**src/rtl/regbank_pkg.sv**
```systemverilog
package regbank_pkg;
  localparam int BYTE_W = 8;
  localparam int PAIR_W = 2 * BYTE_W;
  localparam int SEL_W  = 4;
  localparam int PSEL_W = 3;
  localparam int NBYTE  = 10;
  localparam int NPAIR  = 6;
  localparam int SRC_W  = 2;

  localparam logic [SEL_W-1:0] SEL_A = 4'd0;
  localparam logic [SEL_W-1:0] SEL_F = 4'd1;
  localparam logic [SEL_W-1:0] SEL_B = 4'd2;
  localparam logic [SEL_W-1:0] SEL_C = 4'd3;
  localparam logic [SEL_W-1:0] SEL_D = 4'd4;
  localparam logic [SEL_W-1:0] SEL_E = 4'd5;
  localparam logic [SEL_W-1:0] SEL_H = 4'd6;
  localparam logic [SEL_W-1:0] SEL_L = 4'd7;
  localparam logic [SEL_W-1:0] SEL_I = 4'd8;
  localparam logic [SEL_W-1:0] SEL_R = 4'd9;

  localparam logic [PSEL_W-1:0] PR_BC = 3'd0;
  localparam logic [PSEL_W-1:0] PR_DE = 3'd1;
  localparam logic [PSEL_W-1:0] PR_HL = 3'd2;
  localparam logic [PSEL_W-1:0] PR_SP = 3'd3;
  localparam logic [PSEL_W-1:0] PR_IX = 3'd4;
  localparam logic [PSEL_W-1:0] PR_IY = 3'd5;

  localparam logic [SRC_W-1:0] SRC_HL   = 2'd0;
  localparam logic [SRC_W-1:0] SRC_IX   = 2'd1;
  localparam logic [SRC_W-1:0] SRC_IY   = 2'd2;
  localparam logic [SRC_W-1:0] SRC_NONE = 2'd3;

  typedef struct packed {
    logic             afBank;
    logic             grpBank;
    logic             deSlot;
    logic [NBYTE-1:0] byteWe;
    logic [NPAIR-1:0] pairWe;
    logic             spLoad;
    logic [SRC_W-1:0] spSrc;
    logic             rInc;
  } rb_ctl_t;
endpackage

```
**src/rtl/regbank_ctrl.sv**
```systemverilog
module regbank_ctrl
  import regbank_pkg::*;
(
  input  logic              clk,
  input  logic              rstN,
  input  logic              wrEn,
  input  logic [SEL_W-1:0]  wrSel,
  input  logic              pairWrEn,
  input  logic [PSEL_W-1:0] pairWrSel,
  input  logic              xchgAll,
  input  logic              xchgAf,
  input  logic              xchgDeHl,
  input  logic              spLoadEn,
  input  logic [SRC_W-1:0]  spLoadSrc,
  input  logic              fetchStb,
  output rb_ctl_t           ctl
);
  logic       afBankQ;
  logic       grpBankQ;
  logic [1:0] swapQ;
  logic [NBYTE-1:0] byteWe;
  logic [NPAIR-1:0] pairWe;

  // bank selection: toggles only, data never moves
  always_ff @(posedge clk or negedge rstN) begin
    if (!rstN) begin
      afBankQ  <= 1'b0;
      grpBankQ <= 1'b0;
      swapQ    <= '0;
    end else begin
      if (xchgAf)   afBankQ  <= ~afBankQ;
      if (xchgAll)  grpBankQ <= ~grpBankQ;
      if (xchgDeHl) swapQ[grpBankQ] <= ~swapQ[grpBankQ];
    end
  end

  for (genvar k = 0; k < NBYTE; k++) begin : g_byteWe
    assign byteWe[k] = wrEn && (wrSel == SEL_W'(k));
  end

  for (genvar k = 0; k < NPAIR; k++) begin : g_pairWe
    assign pairWe[k] = pairWrEn && (pairWrSel == PSEL_W'(k));
  end

  always_comb begin
    ctl.afBank  = afBankQ;
    ctl.grpBank = grpBankQ;
    ctl.deSlot  = swapQ[grpBankQ];
    ctl.byteWe  = byteWe;
    ctl.pairWe  = pairWe;
    ctl.spLoad  = spLoadEn && (spLoadSrc != SRC_NONE);
    ctl.spSrc   = spLoadSrc;
    ctl.rInc    = fetchStb;
  end
endmodule

```
**src/rtl/regbank_dp.sv**
```systemverilog
module regbank_dp
  import regbank_pkg::*;
(
  input  logic              clk,
  input  logic              rstN,
  input  rb_ctl_t           ctl,
  input  logic [BYTE_W-1:0] wrData,
  input  logic [PAIR_W-1:0] pairWrData,
  input  logic [SEL_W-1:0]  rdSelA,
  input  logic [SEL_W-1:0]  rdSelB,
  input  logic [PSEL_W-1:0] pairRdSel,
  output logic [BYTE_W-1:0] rdDataA,
  output logic [BYTE_W-1:0] rdDataB,
  output logic [PAIR_W-1:0] pairRdData
);
  localparam int CNT_W = BYTE_W - 1;

  logic [1:0][BYTE_W-1:0]      accQ, flgQ;
  logic [1:0][PAIR_W-1:0]      bcQ;
  logic [1:0][1:0][PAIR_W-1:0] slotQ;
  logic [PAIR_W-1:0] spQ, ixQ, iyQ;
  logic [BYTE_W-1:0] iQ, rQ;

  logic              ds;
  logic [BYTE_W-1:0] curA, curF, nxtA, nxtF, nxtI, nxtR;
  logic [PAIR_W-1:0] curBC, curDE, curHL, nxtBC, nxtDE, nxtHL;
  logic [PAIR_W-1:0] spSrcVal, nxtSP, nxtIX, nxtIY;

  function automatic logic [PAIR_W-1:0] mergePair(
    input logic [PAIR_W-1:0] cur, input logic pwe,
    input logic hiWe, input logic loWe,
    input logic [PAIR_W-1:0] pdat, input logic [BYTE_W-1:0] bdat);
    logic [PAIR_W-1:0] v;
    v = pwe ? pdat : cur;
    if (hiWe) v[PAIR_W-1:BYTE_W] = bdat;
    if (loWe) v[BYTE_W-1:0] = bdat;
    return v;
  endfunction

  assign ds    = ctl.deSlot;
  assign curA  = accQ[ctl.afBank];
  assign curF  = flgQ[ctl.afBank];
  assign curBC = bcQ[ctl.grpBank];
  assign curDE = slotQ[ctl.grpBank][ds];
  assign curHL = slotQ[ctl.grpBank][!ds];

  always_comb begin
    nxtA  = ctl.byteWe[SEL_A] ? wrData : curA;
    nxtF  = ctl.byteWe[SEL_F] ? wrData : curF;
    nxtBC = mergePair(curBC, ctl.pairWe[PR_BC], ctl.byteWe[SEL_B], ctl.byteWe[SEL_C], pairWrData, wrData);
    nxtDE = mergePair(curDE, ctl.pairWe[PR_DE], ctl.byteWe[SEL_D], ctl.byteWe[SEL_E], pairWrData, wrData);
    nxtHL = mergePair(curHL, ctl.pairWe[PR_HL], ctl.byteWe[SEL_H], ctl.byteWe[SEL_L], pairWrData, wrData);
    case (ctl.spSrc)
      SRC_HL:  spSrcVal = curHL;
      SRC_IX:  spSrcVal = ixQ;
      default: spSrcVal = iyQ;
    endcase
    if (ctl.spLoad)              nxtSP = spSrcVal;
    else if (ctl.pairWe[PR_SP])  nxtSP = pairWrData;
    else                         nxtSP = spQ;
    nxtIX = ctl.pairWe[PR_IX] ? pairWrData : ixQ;
    nxtIY = ctl.pairWe[PR_IY] ? pairWrData : iyQ;
    nxtI  = ctl.byteWe[SEL_I] ? wrData : iQ;
    if (ctl.byteWe[SEL_R])  nxtR = wrData;
    else if (ctl.rInc)      nxtR = {rQ[BYTE_W-1], rQ[CNT_W-1:0] + CNT_W'(1)};
    else                    nxtR = rQ;
  end

  // writes land in the bank and slot order selected before this edge
  always_ff @(posedge clk or negedge rstN) begin
    if (!rstN) begin
      accQ  <= '0;
      flgQ  <= '0;
      bcQ   <= '0;
      slotQ <= '0;
      spQ   <= '0;
      ixQ   <= '0;
      iyQ   <= '0;
      iQ    <= '0;
      rQ    <= '0;
    end else begin
      accQ[ctl.afBank]         <= nxtA;
      flgQ[ctl.afBank]         <= nxtF;
      bcQ[ctl.grpBank]         <= nxtBC;
      slotQ[ctl.grpBank][ds]   <= nxtDE;
      slotQ[ctl.grpBank][!ds]  <= nxtHL;
      spQ <= nxtSP;
      ixQ <= nxtIX;
      iyQ <= nxtIY;
      iQ  <= nxtI;
      rQ  <= nxtR;
    end
  end

  function automatic logic [BYTE_W-1:0] byteView(input logic [SEL_W-1:0] sel);
    case (sel)
      SEL_A:   return curA;
      SEL_F:   return curF;
      SEL_B:   return curBC[PAIR_W-1:BYTE_W];
      SEL_C:   return curBC[BYTE_W-1:0];
      SEL_D:   return curDE[PAIR_W-1:BYTE_W];
      SEL_E:   return curDE[BYTE_W-1:0];
      SEL_H:   return curHL[PAIR_W-1:BYTE_W];
      SEL_L:   return curHL[BYTE_W-1:0];
      SEL_I:   return iQ;
      SEL_R:   return rQ;
      default: return '0;
    endcase
  endfunction

  assign rdDataA = byteView(rdSelA);
  assign rdDataB = byteView(rdSelB);

  always_comb begin
    case (pairRdSel)
      PR_BC:   pairRdData = curBC;
      PR_DE:   pairRdData = curDE;
      PR_HL:   pairRdData = curHL;
      PR_SP:   pairRdData = spQ;
      PR_IX:   pairRdData = ixQ;
      PR_IY:   pairRdData = iyQ;
      default: pairRdData = '0;
    endcase
  end
endmodule

```
**src/rtl/regbank_xchg.sv**
```systemverilog
module regbank_xchg
  import regbank_pkg::*;
(
  input  logic              clk,
  input  logic              rstN,
  input  logic [SEL_W-1:0]  rdSelA,
  output logic [BYTE_W-1:0] rdDataA,
  input  logic [SEL_W-1:0]  rdSelB,
  output logic [BYTE_W-1:0] rdDataB,
  input  logic              wrEn,
  input  logic [SEL_W-1:0]  wrSel,
  input  logic [BYTE_W-1:0] wrData,
  input  logic [PSEL_W-1:0] pairRdSel,
  output logic [PAIR_W-1:0] pairRdData,
  input  logic              pairWrEn,
  input  logic [PSEL_W-1:0] pairWrSel,
  input  logic [PAIR_W-1:0] pairWrData,
  input  logic              xchgAll,
  input  logic              xchgAf,
  input  logic              xchgDeHl,
  input  logic              spLoadEn,
  input  logic [SRC_W-1:0]  spLoadSrc,
  input  logic              fetchStb
);
  rb_ctl_t ctl;

  regbank_ctrl u_ctrl (
    .clk(clk), .rstN(rstN),
    .wrEn(wrEn), .wrSel(wrSel),
    .pairWrEn(pairWrEn), .pairWrSel(pairWrSel),
    .xchgAll(xchgAll), .xchgAf(xchgAf), .xchgDeHl(xchgDeHl),
    .spLoadEn(spLoadEn), .spLoadSrc(spLoadSrc),
    .fetchStb(fetchStb),
    .ctl(ctl)
  );

  regbank_dp u_dp (
    .clk(clk), .rstN(rstN), .ctl(ctl),
    .wrData(wrData), .pairWrData(pairWrData),
    .rdSelA(rdSelA), .rdSelB(rdSelB), .pairRdSel(pairRdSel),
    .rdDataA(rdDataA), .rdDataB(rdDataB), .pairRdData(pairRdData)
  );
endmodule

```
**config.mk**
```make
export PLATFORM = sky130hd
export DESIGN_NAME = regbank_xchg
export DESIGN_NICKNAME = d
export VERILOG_FILES = /design/src/rtl/regbank_pkg.sv /design/src/rtl/regbank_ctrl.sv /design/src/rtl/regbank_dp.sv /design/src/rtl/regbank_xchg.sv
export SDC_FILE = /design/constraint.sdc
export NUM_CORES = 1
export LEC_CHECK = 0
export ABC_AREA = 1
export BUFFER_PORTS_ARGS = -buffer_cell sky130_fd_sc_hd__buf_2
export CAP_MARGIN = 20
export CORE_AREA = 10 10 168 170
export DETAILED_ROUTE_END_ITERATION = 12
export DIE_AREA = 0 0 178 180
export GPL_TIMING_DRIVEN = 0
export PLACE_DENSITY = 0.73
export SLEW_MARGIN = 15
export SYNTH_ARGS = -nofsm -noshare
export SYNTH_HDL_FRONTEND = slang
export SYNTH_SLANG_ARGS = --single-unit
```
**constraint.sdc**
```tcl
create_clock -name clk -period 4.85 [get_ports clk]
set_clock_uncertainty 0.1 [all_clocks]
set_input_delay 1.2125 -clock clk [delete_from_list [all_inputs] [get_ports clk]]
set_output_delay 1.2125 -clock clk [all_outputs]
set_load 0.01 [all_outputs]
```
==> results.md <==
- Nets@finish: 2,268
- Mapped Cells: 2,111
- Post-detailed-route DRC marker count: 0
- H-tree depth: 4
- Slew Viols, Final: 0
- Clk buf depth: 2
- CP Class: in -> out
- Max-slew headroom: 0.398
- All-Layer GR Usage: 0.354
- First-pass GRT wire length: 86,000 um
- CTS tree: yes
- Die ar.: 32,000 um2
- Reg clk slew, reported paths: 0.08 ns
- CP endpoint kind: primary output
- Synth Area in Simple Gates: 0.423
- Layout cells sized above 1: 0.119
- Largest net degree at the start of global routing: 101
- Max-cap viol count: 0
- DPL Wire Length: 43,400 um
- Avg WL per Cell: 22.6 um
- Crit Path Max Fanout: 5
- Synth Area in Adders: 0.000930
- Worst setup margin: 0.0327 ns
- Tightest Pin Transition: 0.896 ns
- Skew-Pair Late Insertion Delay: 0.46 ns
- Cts hold-fix bufs: 0
- Startpoint types: input port
- Synth Area in XOR/XNOR: 0.00456
- Die Y-Extent: 180 um
- Mux contribution to synthesized area: 0.000744
- Outcome: complete, no violations
- Post-route ant nets: 0
- RSZ-0062 raised after global routing: false
- CP arrival: 3.50 ns
- Synth top area cells: dfrtp_1 (36%), nand2_1 (25%), nand3_1 (8.3%), inv_1 (5.8%), o21ai_0 (5.6%)
- Drt pass-1 iters: 9
- Port Buffers: 83
- Rows: 58
- Avg Synthesized Cell Area: 6.37 um2
- Register area share after synthesis: 0.365
- Final Cycle Share: 0.993
- Synth Warn #: 0
- Pwr per Cell Area: 693 nW/um2
- Final Wtd Congestion: 1.10
- Dpl ws: 0.291 ns
- CTS Buf Count: 17
- Leading cell type in the layout, fill and taps excluded: nand2_1
- Largest family of logic cells by synthesized area: simple AND/OR/NAND/NOR gates
- Vias in the first global route: 14,439
- Most frequent cells in the layout: nand2_1 (901), nand3_1 (224), inv_1 (209), dfrtp_1 (196), o21ai_0 (150)
- Highest clock rate: 208 MHz
- Synthesized cell area: 13,500 um2
- Layout area overhead: 11.1%
- Via count: 15,287
- Num ports: 85
- Die width: 178 um
- Routed WL: 57,700 um
- Initial Utilization: 0.540
- Global route overflow: 0
- #FFs+latches synth: 196
- Setup bufs post-CTS: 0
- Final min period: 4.82 ns
- Cell variety after synth: 38
- Leading area contributor after synthesis: dfrtp_1
- Leak pwr: 7.92 nW
- Drt via density: 5.98
- Peak supply drop: 0.424 mV
- Clock Sinks: 196
- Hold crit path type: reg -> reg
- Net Count, Synth: 2,165
- Root buffer cell: clkbuf_16
- Final Hold Fails: 0
- Core area: 24,900 um2
- Critical Path RT: 3.54 ns
- Post-synth top area share: 0.365
- # diodes: 0
- Initial antenna violation count: 1
- Synth Area in Compound Gates: 0.104
- DR iter-0 viols: 2,030
- Post-layout util: 0.600
- Final setup violation count: 0
[per-layer routing]
metal  wire length [um]  vias up  GRT usage  share of wire
met4               4120        0      0.221          0.071
met5                  0        -          0              0
li1                   -     6911          -              -
met3               6830      239     0.0958           0.12
met1              21600     7111      0.440           0.37
met2              25200     1026      0.532           0.44
[sequential cells by signal, summed over array words and instances, names as in the netlist, 8 cells and up]
name / flops
u_dp.spQ: 16
u_dp.bcQ: 32
u_dp.iyQ: 16
u_dp.flgQ: 16
u_dp.rQ: 8
u_dp.slotQ: 64
u_dp.accQ: 16
u_dp.iQ: 8
u_dp.ixQ: 16
[cells in the mapped netlist]
cell type	n
a21oi_1	31
a21oi_2	1
a31oi_1	2
and2_1	8
and2_4	8
buf_1	8
buf_12	1
buf_2	31
buf_4	12
buf_6	11
clkbuf_1	26
clkinv_1	3
clkinv_2	2
dfrtp_1	196
ha_1	1
inv_1	209
inv_2	12
mux2i_1	1
nand2_1	901
nand2_2	43
nand2_4	5
nand2_8	1
nand3_1	224
nand3_2	3
nand4_1	29
nor2_1	74
nor2_2	4
nor2_4	3
nor3_1	13
nor3_2	9
nor3_4	1
o211ai_1	8
o21ai_0	150
o21ai_1	34
o221ai_1	3
o22ai_1	35
or2_2	1
xor2_1	7
[layout make-up]
type | instances | area [um2]
plain buffers | 89 | 517
clock buffers | 17 | 425
clock inverters | 15 | 196
fillers | 2433 | 9950
inverters | 226 | 851
multi-input cells | 1600 | 7190
flip-flops and latches | 196 | 4900
well taps | 330 | 413
repair buffers | 84 | 453
[worst paths after layout]
kind	startpoint	depth (start not counted)	to	slack, ns
setup reg to reg	u_ctrl.grpBankQ$_DFFE_PN0P_	11	u_dp.slotQ[31]$_DFFE_PN0P_	2.63
min in group asynchronous	rstN	1	u_dp.iyQ[7]$_DFFE_PN0P_	0.66
setup / recovery	rdSelB[3]	9	rdDataB[3]	0.03
hold reg to reg	u_dp.iQ[7]$_DFFE_PN0P_	2	u_dp.iQ[7]$_DFFE_PN0P_	0.39
max in group asynchronous	rstN	2	u_dp.slotQ[48]$_DFFE_PN0P_	2.95
hold / removal	u_dp.iQ[7]$_DFFE_PN0P_	2	u_dp.iQ[7]$_DFFE_PN0P_	0.39
[where the power goes]
part           switching, mW  leakage (nW)  internal, mW
combinational           4.41          5.17          1.76
sequential             0.353          2.45          2.27
clock                  0.848         0.300         0.715
total                   5.61          7.92          4.75
[worst max-delay path, stage by stage]
cell     delay (ns)
buf_2          0.10
inv_1          0.08
nand2_1        0.13
nor3_1         0.71
inv_1          0.32
o21ai_0        0.55
nor2_1         0.15
nand2_1        0.11
buf_2          0.14
[stage by stage]
step / power [mW] / area (um2) / setup TNS (ns) / cells / hold WS [ns]
after floorplan: 6.41 / 13500 / 0 / 2111 / 0.345
after global placement: 8.41 / 14300 / -171.51 / 2524 / 0.361
after detailed placement: 8.54 / 14300 / 0 / 2525 / 0.365
after CTS: 10.1 / 14900 / 0 / 2557 / 0.389
after global routing: 10.9 / 14900 / 0 / 2557 / 0.405
final: 10.4 / 14900 / 0 / 2557 / 0.388
[kinds of logic after synthesis]
logic type | count (synthesis)
buf+inv | 315
mux | 1
flops | 196
xor+xnor | 7
fa+ha+maj | 1
simple gates | 1327
compound gates | 264
[timing repair]
item                       in CTS  in global routing
resized for setup               0                  1
setup endpoints to repair       0                  1
hold endpoints to repair        0                  0
Power figures use the tool's default switching activity.
